File: src/rtl/atten_pkg.sv
// Package: shared types for the serial attenuator programming master.
// Assumes one frame is two bytes long, shifted least significant bit first.
package atten_pkg;
    localparam int BYTE_W  = 8;
    localparam int FRAME_W = 2 * BYTE_W;

    // Sequencer phases; the outputs are decoded from these.
    typedef enum logic [2:0] {
        PH_IDLE  = 3'd0,
        PH_LOW   = 3'd1,
        PH_HIGH  = 3'd2,
        PH_LESU  = 3'd3,
        PH_LATCH = 3'd4,
        PH_GAP   = 3'd5
    } phase_e;
endpackage

File: src/rtl/atten_frame_pack.sv
// Module: atten_frame_pack
// Builds the 16-bit frame from a request. The low byte holds the code with
// every bit above the code width forced to zero. The high byte holds the
// address with every bit above the address width forced to zero.
// Assumes CODE_W < BYTE_W and ADDR_W <= BYTE_W. Purely combinational.
module atten_frame_pack
    import atten_pkg::*;
#(
    parameter int CODE_W = 7,
    parameter int ADDR_W = 3
) (
    input  logic [CODE_W-1:0]  code_i,
    input  logic [ADDR_W-1:0]  addr_i,
    output logic [FRAME_W-1:0] frame_o
);
    // One generated slice per bit of each byte.
    for (genvar i = 0; i < BYTE_W; i++) begin : g_bit
        if (i < CODE_W) begin : g_code
            assign frame_o[i] = code_i[i];
        end else begin : g_code_pad
            assign frame_o[i] = 1'b0;
        end
        if (i < ADDR_W) begin : g_addr
            assign frame_o[BYTE_W+i] = addr_i[i];
        end else begin : g_addr_pad
            assign frame_o[BYTE_W+i] = 1'b0;
        end
    end
endmodule

File: src/rtl/atten_phase_timer.sv
// Module: atten_phase_timer
// Down-counter that times one sequencer phase. Loading N-1 makes the phase
// last N cycles. expired_o is high on the phase's final cycle.
// Assumes the controller reloads only when the timer has expired.
module atten_phase_timer #(
    parameter int CNT_W = 6
) (
    input  logic             clk,
    input  logic             rst_n,
    input  logic             load_i,
    input  logic [CNT_W-1:0] load_val_i,
    output logic             expired_o
);
    logic [CNT_W-1:0] cnt_q;

    // Reload on a phase change, otherwise count down to zero and hold.
    always_ff @(posedge clk) begin
        if (!rst_n) begin
            cnt_q <= '0;
        end else if (load_i) begin
            cnt_q <= load_val_i;
        end else if (cnt_q != '0) begin
            cnt_q <= cnt_q - 1'b1;
        end
    end

    assign expired_o = (cnt_q == '0);

    // a phase is never cut short by a reload before it has run out.
    reload_when_expired_chk: assert property (@(posedge clk) disable iff (!rst_n)
        load_i |-> expired_o);
endmodule

File: src/rtl/atten_shift_out.sv
// Module: atten_shift_out
// Holds the frame and presents its current bit on sdo_o. Each shift pulse
// moves to the next bit. last_o marks the final bit of the frame.
// Assumes shift pulses come only while bits remain.
module atten_shift_out
    import atten_pkg::*;
(
    input  logic               clk,
    input  logic               rst_n,
    input  logic               load_i,
    input  logic [FRAME_W-1:0] frame_i,
    input  logic               shift_i,
    output logic               sdo_o,
    output logic               last_o
);
    localparam int LEFT_W = $clog2(FRAME_W + 1);

    logic [FRAME_W-1:0] sh_q;
    logic [LEFT_W-1:0]  left_q;

    // Capture a new frame, or move one bit toward the output.
    always_ff @(posedge clk) begin
        if (!rst_n) begin
            sh_q   <= '0;
            left_q <= '0;
        end else if (load_i) begin
            sh_q   <= frame_i;
            left_q <= LEFT_W'(FRAME_W);
        end else if (shift_i) begin
            sh_q   <= {1'b0, sh_q[FRAME_W-1:1]};
            left_q <= left_q - 1'b1;
        end
    end

    assign sdo_o  = sh_q[0];
    assign last_o = (left_q == LEFT_W'(1));

    // the controller never shifts past the end of the frame.
    no_overshift_chk: assert property (@(posedge clk) disable iff (!rst_n)
        shift_i |-> (left_q > LEFT_W'(1)));
endmodule

File: src/rtl/atten_seq_ctrl.sv
// Module: atten_seq_ctrl
// Phase sequencer. It accepts a request, runs a low and a high clock phase
// for every bit, waits the clock-to-latch setup, pulses the latch, and then
// waits the rest gap before going idle.
// Assumes every cycle count is at least 1.
module atten_seq_ctrl
    import atten_pkg::*;
#(
    parameter int CNT_W      = 6,
    parameter int SCK_HI_CYC = 12,
    parameter int SCK_LO_CYC = 13,
    parameter int LE_SU_CYC  = 3,
    parameter int LE_PW_CYC  = 8,
    parameter int IDLE_CYC   = 4
) (
    input  logic             clk,
    input  logic             rst_n,
    input  logic             req_valid_i,
    input  logic             expired_i,
    input  logic             last_i,
    output logic             tmr_load_o,
    output logic [CNT_W-1:0] tmr_val_o,
    output logic             sh_load_o,
    output logic             sh_shift_o,
    output phase_e           phase_o
);
    localparam logic [CNT_W-1:0] HI_LD = CNT_W'(SCK_HI_CYC - 1);
    localparam logic [CNT_W-1:0] LO_LD = CNT_W'(SCK_LO_CYC - 1);
    localparam logic [CNT_W-1:0] SU_LD = CNT_W'(LE_SU_CYC - 1);
    localparam logic [CNT_W-1:0] PW_LD = CNT_W'(LE_PW_CYC - 1);
    localparam logic [CNT_W-1:0] GP_LD = CNT_W'(IDLE_CYC - 1);

    phase_e ph_q, ph_d;

    // Next phase, plus the timer and shifter controls for the change.
    always_comb begin
        ph_d       = ph_q;
        tmr_load_o = 1'b0;
        tmr_val_o  = '0;
        sh_load_o  = 1'b0;
        sh_shift_o = 1'b0;
        unique case (ph_q)
            PH_IDLE: if (req_valid_i) begin
                ph_d = PH_LOW; tmr_load_o = 1'b1; tmr_val_o = LO_LD; sh_load_o = 1'b1;
            end
            PH_LOW: if (expired_i) begin
                ph_d = PH_HIGH; tmr_load_o = 1'b1; tmr_val_o = HI_LD;
            end
            PH_HIGH: if (expired_i) begin
                tmr_load_o = 1'b1;
                if (last_i) begin
                    ph_d = PH_LESU; tmr_val_o = SU_LD;
                end else begin
                    ph_d = PH_LOW; tmr_val_o = LO_LD; sh_shift_o = 1'b1;
                end
            end
            PH_LESU: if (expired_i) begin
                ph_d = PH_LATCH; tmr_load_o = 1'b1; tmr_val_o = PW_LD;
            end
            PH_LATCH: if (expired_i) begin
                ph_d = PH_GAP; tmr_load_o = 1'b1; tmr_val_o = GP_LD;
            end
            PH_GAP: if (expired_i) begin
                ph_d = PH_IDLE;
            end
            default: ph_d = PH_IDLE;
        endcase
    end

    // Phase register.
    always_ff @(posedge clk) begin
        if (!rst_n) ph_q <= PH_IDLE;
        else        ph_q <= ph_d;
    end

    assign phase_o = ph_q;

    // an accepted request leaves the idle phase on the next cycle.
    accept_leaves_idle_chk: assert property (@(posedge clk) disable iff (!rst_n)
        (ph_q == PH_IDLE && req_valid_i) |=> (ph_q == PH_LOW));

    // the latch phase is entered only from the clock-to-latch setup phase.
    latch_after_setup_chk: assert property (@(posedge clk) disable iff (!rst_n)
        (ph_q == PH_LATCH && $past(ph_q) != PH_LATCH) |-> ($past(ph_q) == PH_LESU));
endmodule

File: src/rtl/atten_ser_master.sv
// Module: atten_ser_master (top)
// Serial programming master for an addressable step attenuator. It takes
// code and address through a valid/ready handshake and drives the serial
// clock, data and latch with cycle-counted minimum timings.
// Assumes CLK_PS is the true system-clock period. Elaboration fails if any
// programmed interval is shorter than the attenuator's minimum.
module atten_ser_master
    import atten_pkg::*;
#(
    parameter int CODE_W     = 7,
    parameter int ADDR_W     = 3,
    parameter int CLK_PS     = 4000,
    parameter int SCK_HI_CYC = 12,
    parameter int SCK_LO_CYC = 13,
    parameter int LE_SU_CYC  = 3,
    parameter int LE_PW_CYC  = 8,
    parameter int IDLE_CYC   = 4
) (
    input  logic              clk,
    input  logic              rst_n,
    input  logic              req_valid,
    input  logic [CODE_W-1:0] req_code,
    input  logic [ADDR_W-1:0] req_addr,
    output logic              req_ready,
    output logic              ser_clk,
    output logic              ser_data,
    output logic              ser_latch
);
    localparam int MIN_HI_PS   = 30000;
    localparam int MIN_LO_PS   = 30000;
    localparam int MIN_PER_PS  = 100000;
    localparam int MIN_SU_PS   = 10000;
    localparam int MIN_HOLD_PS = 10000;
    localparam int MIN_LESU_PS = 10000;
    localparam int MIN_LEPW_PS = 30000;
    localparam int CNT_W = $clog2(SCK_HI_CYC + SCK_LO_CYC + LE_SU_CYC + LE_PW_CYC + IDLE_CYC + 1);

    // Elaboration-time timing and shape checks.
    if (SCK_HI_CYC * CLK_PS < MIN_HI_PS || SCK_HI_CYC * CLK_PS < MIN_HOLD_PS) begin : g_bad_hi
        $error("serial clock high time or data hold too short");
    end
    if (SCK_LO_CYC * CLK_PS < MIN_LO_PS || SCK_LO_CYC * CLK_PS < MIN_SU_PS) begin : g_bad_lo
        $error("serial clock low time or data setup too short");
    end
    if ((SCK_HI_CYC + SCK_LO_CYC) * CLK_PS < MIN_PER_PS) begin : g_bad_per
        $error("serial clock faster than allowed");
    end
    if (LE_SU_CYC < 1 || (SCK_HI_CYC + LE_SU_CYC) * CLK_PS < MIN_LESU_PS) begin : g_bad_lesu
        $error("clock-to-latch setup too short");
    end
    if (LE_PW_CYC * CLK_PS < MIN_LEPW_PS) begin : g_bad_lepw
        $error("latch pulse too narrow");
    end
    if (IDLE_CYC < 1 || CODE_W >= BYTE_W || ADDR_W > BYTE_W) begin : g_bad_shape
        $error("illegal idle gap or field width");
    end

    logic [FRAME_W-1:0] frame;
    logic               tmr_load, expired, sh_load, sh_shift, last_bit;
    logic [CNT_W-1:0]   tmr_val;
    phase_e             phase;

    atten_frame_pack #(.CODE_W(CODE_W), .ADDR_W(ADDR_W)) u_pack (
        .code_i (req_code),
        .addr_i (req_addr),
        .frame_o(frame)
    );

    atten_phase_timer #(.CNT_W(CNT_W)) u_tmr (
        .clk       (clk),
        .rst_n     (rst_n),
        .load_i    (tmr_load),
        .load_val_i(tmr_val),
        .expired_o (expired)
    );

    atten_shift_out u_sh (
        .clk    (clk),
        .rst_n  (rst_n),
        .load_i (sh_load),
        .frame_i(frame),
        .shift_i(sh_shift),
        .sdo_o  (ser_data),
        .last_o (last_bit)
    );

    atten_seq_ctrl #(
        .CNT_W(CNT_W), .SCK_HI_CYC(SCK_HI_CYC), .SCK_LO_CYC(SCK_LO_CYC),
        .LE_SU_CYC(LE_SU_CYC), .LE_PW_CYC(LE_PW_CYC), .IDLE_CYC(IDLE_CYC)
    ) u_ctrl (
        .clk        (clk),
        .rst_n      (rst_n),
        .req_valid_i(req_valid),
        .expired_i  (expired),
        .last_i     (last_bit),
        .tmr_load_o (tmr_load),
        .tmr_val_o  (tmr_val),
        .sh_load_o  (sh_load),
        .sh_shift_o (sh_shift),
        .phase_o    (phase)
    );

    // Wire outputs are decoded from the registered phase only.
    assign req_ready = (phase == PH_IDLE);
    assign ser_clk   = (phase == PH_HIGH);
    assign ser_latch = (phase == PH_LATCH);

    // a handshake drops ready on the next cycle.
    ready_drop_chk: assert property (@(posedge clk) disable iff (!rst_n)
        (req_valid && req_ready) |=> !req_ready);

    // data holds still through every clock-high cycle.
    data_hold_chk: assert property (@(posedge clk) disable iff (!rst_n)
        (ser_clk && $past(ser_clk)) |-> $stable(ser_data));

    // latch and shift clock are never high together.
    latch_clk_excl_chk: assert property (@(posedge clk) disable iff (!rst_n)
        !(ser_latch && ser_clk));

    // the latch falling never coincides with ready.
    gap_after_latch_chk: assert property (@(posedge clk) disable iff (!rst_n)
        $fell(ser_latch) |-> !req_ready);

    // when idle, the wires are quiet.
    idle_quiet_chk: assert property (@(posedge clk) disable iff (!rst_n)
        req_ready |-> (!ser_clk && !ser_latch));
endmodule

File: config.mk
export PLATFORM = sky130hd
export DESIGN_NAME = atten_ser_master
export DESIGN_NICKNAME = d
export VERILOG_FILES = /design/src/rtl/atten_pkg.sv /design/src/rtl/atten_frame_pack.sv /design/src/rtl/atten_phase_timer.sv /design/src/rtl/atten_shift_out.sv /design/src/rtl/atten_seq_ctrl.sv /design/src/rtl/atten_ser_master.sv
export SDC_FILE = /design/constraint.sdc
export NUM_CORES = 1
export LEC_CHECK = 0
export ABC_AREA = 0
export BUFFER_PORTS_ARGS = -buffer_cell sky130_fd_sc_hd__buf_4
export CAP_MARGIN = 10
export CORE_UTILIZATION = 55
export CTS_BUF_LIST = sky130_fd_sc_hd__clkbuf_2 sky130_fd_sc_hd__clkbuf_4 sky130_fd_sc_hd__clkbuf_8
export DETAILED_ROUTE_END_ITERATION = 16
export PLACE_DENSITY_LB_ADDON = 0.2
export SYNTH_ARGS = -nofsm -noshare
export SYNTH_HDL_FRONTEND = slang
export SYNTH_HIERARCHICAL = 1
export SYNTH_SLANG_ARGS = --single-unit
File: constraint.sdc
create_clock -name clk -period 2.45 [get_ports clk]
set_input_delay 0.49 -clock clk [delete_from_list [all_inputs] [get_ports clk]]
set_output_delay 0.49 -clock clk [all_outputs]
set_load 0.01 [all_outputs]
Word-level counts from Yosys, hierarchy flattened
Index checks and enable logic that the tools add are counted.
{ "totals": {"ff_bits": 25, "word_cells": 57} }
{ "classes": {"n_addsub": 2, "n_eq_ne": 12, "n_mux": 28, "n_bitwise": 1, "n_reduce_logical": 8} }
{ "ops": {"columns": ["operator", "n"], "rows": [
  ["$pmux W6 S5", 1],
  ["$mux W11", 2],
  ["$mux W3", 7],
  ["$mux W6", 3],
  ["$pmux W3 S6", 1],
  ["$mux W4", 3],
  ["$mux W5", 2],
  ["$ne A2 B2 Y1 const B", 4],
  ["$eq A3 B2 Y1 const B", 2],
  ["$eq A3 B3 Y1 const B", 2],
  ["$logic_not A6 Y1", 1],
  ["$mux W1", 6],
  ["$reduce_and A6 Y1", 1],
  ["$reduce_bool A6 Y1", 1],
  ["$sub A6 B1 Y6 const B", 1],
  ["$eq A5 B1 Y1 const B", 1],
  ["$sub A5 B1 Y5 const B", 1],
  ["$mux W2", 2],
  ["$ne A2 B1 Y1 const B", 2],
  ["$reduce_bool A2 Y1", 2],
  ["$reduce_or A4 Y1", 1],
  ["$eq A3 B1 Y1 const B", 1],
  ["$logic_not A3 Y1", 1],
  ["$pmux W1 S2", 1],
  ["2 further kinds", 2]
]} }

Logic depth before layout (Yosys ltp)
{ "depth": {"word_depth": 6, "mapped_depth": 10, "ltp_nobuf": 10} }

Cells and area by module
The synthesis kept the hierarchy.
{ "by_module_without_submodules": {"columns": ["module", "n_inst", "cells_per_inst", "area_each_um2", "seq_area_each_um2"], "rows": [
  ["atten_shift_out", 1, 109, 999.7, 420.4],
  ["atten_phase_timer", 1, 43, 356.6, 120.1],
  ["atten_seq_ctrl", 1, 44, 315.3, 60.1],
  ["atten_frame_pack", 1, 17, 123.9, 0.0],
  ["atten_ser_master", 1, 3, 20.0, 0.0]
]} }

Worst setup path after synthesis
No wires, ideal clock.
{ "synth_timing": {"path_kind": "reg-to-reg", "from": "reg u_tmr.cnt_q[4]", "to": "reg u_tmr.cnt_q[0]", "setup_time_ns": 0.133, "arrival_time_ns": 2.208, "t_required_ns": 2.317, "path_slack_ns": 0.109, "stages_incl_launch_ff": 9, "path_buffers": 1, "synth_period_minus_slack_ns": 2.341, "path_cell_list": "dfxtp_1 -> or3_1 -> buf_2 -> nor2_1 -> inv_2 -> o31ai_1 -> inv_1 -> o2111ai_1 -> o311ai_1"} }
{ "synth_between": {"elab_chain_len": 4, "word_cells_on_any_way": 11, "classes_between": "8 x mux; 3 x reduce/logical"} }
{ "synth_lines": {"columns": ["item", "line", "source"], "rows": [
  ["start, declared", "atten_phase_timer.sv:14", "logic [CNT_W-1:0] cnt_q;"],
  ["start signal, assigned", "atten_phase_timer.sv:21", "cnt_q <= load_val_i;"],
  ["start signal, assigned", "atten_phase_timer.sv:23", "cnt_q <= cnt_q - 1'b1;"],
  ["$logic_not A6 Y1 (*)", "atten_phase_timer.sv:27", "assign expired_o = (cnt_q == '0);"],
  ["via expired", "atten_ser_master.sv:59", "logic tmr_load, expired, sh_load, sh_shift, last_bit;"],
  ["$mux W1 (*)", null, null],
  ["$pmux W1 S2 (*)", "atten_seq_ctrl.sv:42", "unique case (ph_q)"],
  ["via tmr_load", "atten_ser_master.sv:59", null],
  ["$mux W6 or $reduce_bool A2 Y1 (tied branches)", null, null]
]} }
Mark *: on every way through the listed nets, which the timed path passes. The rest lies on a longest branch.
A chain may end at the register's enable or synchronous reset.

Final worst setup path
{ "layout_timing": {"from": "reg u_tmr.cnt_q[0]", "to": "reg u_sh.left_q[4]"} }
{ "layout_between": {"elab_chain_len": 4} }
{ "layout_lines": {"columns": ["item", "line", "source"], "rows": [
  ["$logic_not A6 Y1", "atten_phase_timer.sv:27", null],
  ["via expired", "atten_ser_master.sv:59", null],
  ["$mux W1", "atten_seq_ctrl.sv:49", "PH_HIGH: if (expired_i) begin"],
  ["$mux W1", "atten_seq_ctrl.sv:42", null],
  ["via sh_shift", "atten_ser_master.sv:59", null],
  ["$reduce_bool A2 Y1 (no line)", null, null],
  ["end signal, assigned", "atten_shift_out.sv:28", "left_q <= LEFT_W'(FRAME_W);"],
  ["end signal, assigned", "atten_shift_out.sv:31", "left_q <= left_q - 1'b1;"],
  ["end, declared", "atten_shift_out.sv:19", "logic [LEFT_W-1:0] left_q;"]
]} }
The timed path passes the listed nets, and every way through them passes these cells.

==> metrics.txt <==
Logic pwr share 47.1%; Post-Place Setup Slack about 280 ps; Worst VDD drop roughly 0.37 mV; DRT antenna net count 0; IO Port Bufs 16; critical path launch point type flip-flop; Yosys Warn Count 6; Core ar. between 3000 and 4000 um2; top-count cell post-synth dfxtp_1; post-cts gate resize count 0; Clock Power Share approximately 15%; GR Util All Layers between 20% and 30%; Most used DFF post-synth dfxtp_1; fin util between 60% and 70%; part of the power in registers 37.6%; Inserted Clock Buffers 5; Cell variety after synth 49; sequential share of the synthesized area about a third; DR vias/cell between 5 and 6; layout cell share with drive strength beyond 1 between 10% and 20%; die area approximately 3500 um2; Tmin final 2210 ps; Detailed Place HPWL approximately 2100 um; Horiz. Die Dim roughly 60 um; Net Sw Power approximately 700 uW; Rows 20; Chip Height between 50 and 60 um; per-cell routed wire length 11.9 um; Synth top cells by count dfxtp_1 (30), buf_4 (22), nand2_1 (21); hold crit path type input port to flip-flop; global-route wire length before repair between 5000 and 6000 um; CP Max Fanout 21; CP required about 2700 ps; number of synthesized flops with an enable pin 0; Slew Limit Fails 0; fmax between 400 and 500 MHz; Syn Inst Count approximately 220; setup_tns 0 ps; Worst Skew between 10 and 15 ps; worst slew pin tran around 1000 ps; CP arrival around 2400 ps; cell taking the most area after synthesis dfxtp_1; Final setup viols 0; CTS tree done; Initial DRT Pass Iterations 4; largest net degree at the start of global routing 35; RSZ-0062 raised after global routing no; Synth Register Bits 30; grt ovf 0; Setup Crit Path Kind flip-flop to flip-flop; Final nets 240; clock root buffer clkbuf_4; most frequent CP cell o31a_1; vias in the first global route ~1.3k; power density cells slightly above 900 nW/um2; hold_buf cts 0; Worst-Skew Late Latency around 340 ps; top cells by area, synth dfxtp_1 (33%), buf_4 (9.1%), mux2i_1 (8.3%); Synth top area share roughly a third; Area Growth Syn to Fin 6.00%; Post-synth ARST share 0%; via count about 1.4k; Worst slew margin a little under a third; Post CTS Setup Buffer Count 0; gpl congestion just over 0.8; initial antenna violation count 0; Worst path slowest cell dfxtp_1; Final Cycle Share 90.2%; largest stage delay on the critical path around 350 ps; Sw Share a little under 40%; post-route setup slack about 240 ps; H-tree depth 2; Residual DRC 0; Max clock buf depth 2; Post-Syn Area 1820 um2; Mean Syn Cell Area 8.41 um2; Final Hold Viols 0; Antenna Cells 0; CP endpoint kind flip-flop; drt total wl between 3000 and 4000 um; Int Power between 1000 and 1500 uW; clk sinks 30; clock-pin transition on the worst setup and hold timing paths ~100 ps; Max-Cap Viols 0; status complete, no violations; Starting Density approximately 59%; number of top-level pins 17; Leakage between 0.0007 and 0.0008 uW; Iter 0 DRT Violations 87; worst path cell trace inv_1 -> ha_1 -> nand2b_1 -> nor2_1 -> nand3_1 -> nor2_2 -> buf_12 -> nand2_1 -> o31a_1 -> o31a_1
==> per-stage QoR <==
step / hold WS [ps] / instances / total power (uW) / area (um2)
5_1_grt: 458 / 267 / 1920 / 1920
3_5_place_dp: 483 / 260 / 1500 / 1880
2_1_floorplan: 446 / 222 / 1310 / 1840
3_3_place_gp: 465 / 260 / 1470 / 1880
4_1_cts: 442 / 267 / 1780 / 1920
6_report: 458 / 267 / 1770 / 1920
==> cell families after synthesis <==
logic type | synth area share, %
flip-flops | 33.1
multiplexers | 8.89
XOR/XNOR | 2.89
other | 0.414
adder cells (fa/ha/maj) | 2.76
AND/OR/NAND/NOR | 23.3
AO/OA/AOI/OAI | 16.0
buffers and inverters | 12.7
==> cell usage in the layout, fill, tap and decap left out, types with 6 or more instances in the layout <==
cell type	n
dfxtp_1	30
buf_4	22
nand2_1	21
mux2i_1	15
and2_1	15
nor2_1	10
o21ai_1	10
o21ai_0	9
conb_1	8
nand3_1	7
inv_1	6
==> sequential cells by signal, indices dropped and copies added, names as in the netlist <==
signal,count
u_ctrl/phase_o,3
u_sh/left_q,5
u_tmr/cnt_q,6
u_sh/sh_q,16
==> power groups by stage <==
stage | registers (uW) | clock network (uW) | logic [uW]
2_1_floorplan | 664 | 0 | 649
3_3_place_gp | 670 | 0 | 799
3_5_place_dp | 678 | 0 | 825
4_1_cts | 666 | 284 | 833
5_1_grt | 679 | 306 | 937
6_report | 667 | 272 | 836
==> critical path, delay by kind of cell (launching register included) <==
family / cells / cell delay (ps)
compound gates: 2 / 480
fa+ha+maj: 1 / 170
flops: 1 / 350
simple gates: 5 / 770
buf+inv: 2 / 300
==> area by class of cell <==
cell class                 instances  area, um2
clock buffer                       5       37.5
sequential                        30        601
inverter                           7       26.3
tap                               44       55.1
clock inverter                     2       10.0
fill                             291       1180
timing repair buffer              23        185
multi-input combinational        156       1010
==> final timing paths <==
kind,to,start,cells after the start,slack (ps)
setup / recovery,u_sh/left_q[4]$_SDFFE_PN0P_,u_tmr/cnt_q[0]$_SDFFE_PN0P_,10,240
hold / removal,u_sh/sh_q[5]$_SDFFE_PN0P_,req_code[5],4,460
setup reg to reg,u_sh/left_q[4]$_SDFFE_PN0P_,u_tmr/cnt_q[0]$_SDFFE_PN0P_,10,240
hold reg to reg,u_tmr/cnt_q[5]$_SDFFE_PN0P_,u_tmr/cnt_q[5]$_SDFFE_PN0P_,2,500
==> metal layers <==
metal	vias to the layer above	wire (um)	track usage, %
li1	728	-	-
met1	635	1550	24.8
met2	14	1460	35.6
met3	6	102	8.08
met4	0	50	8.50
met5	-	0	0
Power figures use the tool's default switching activity.
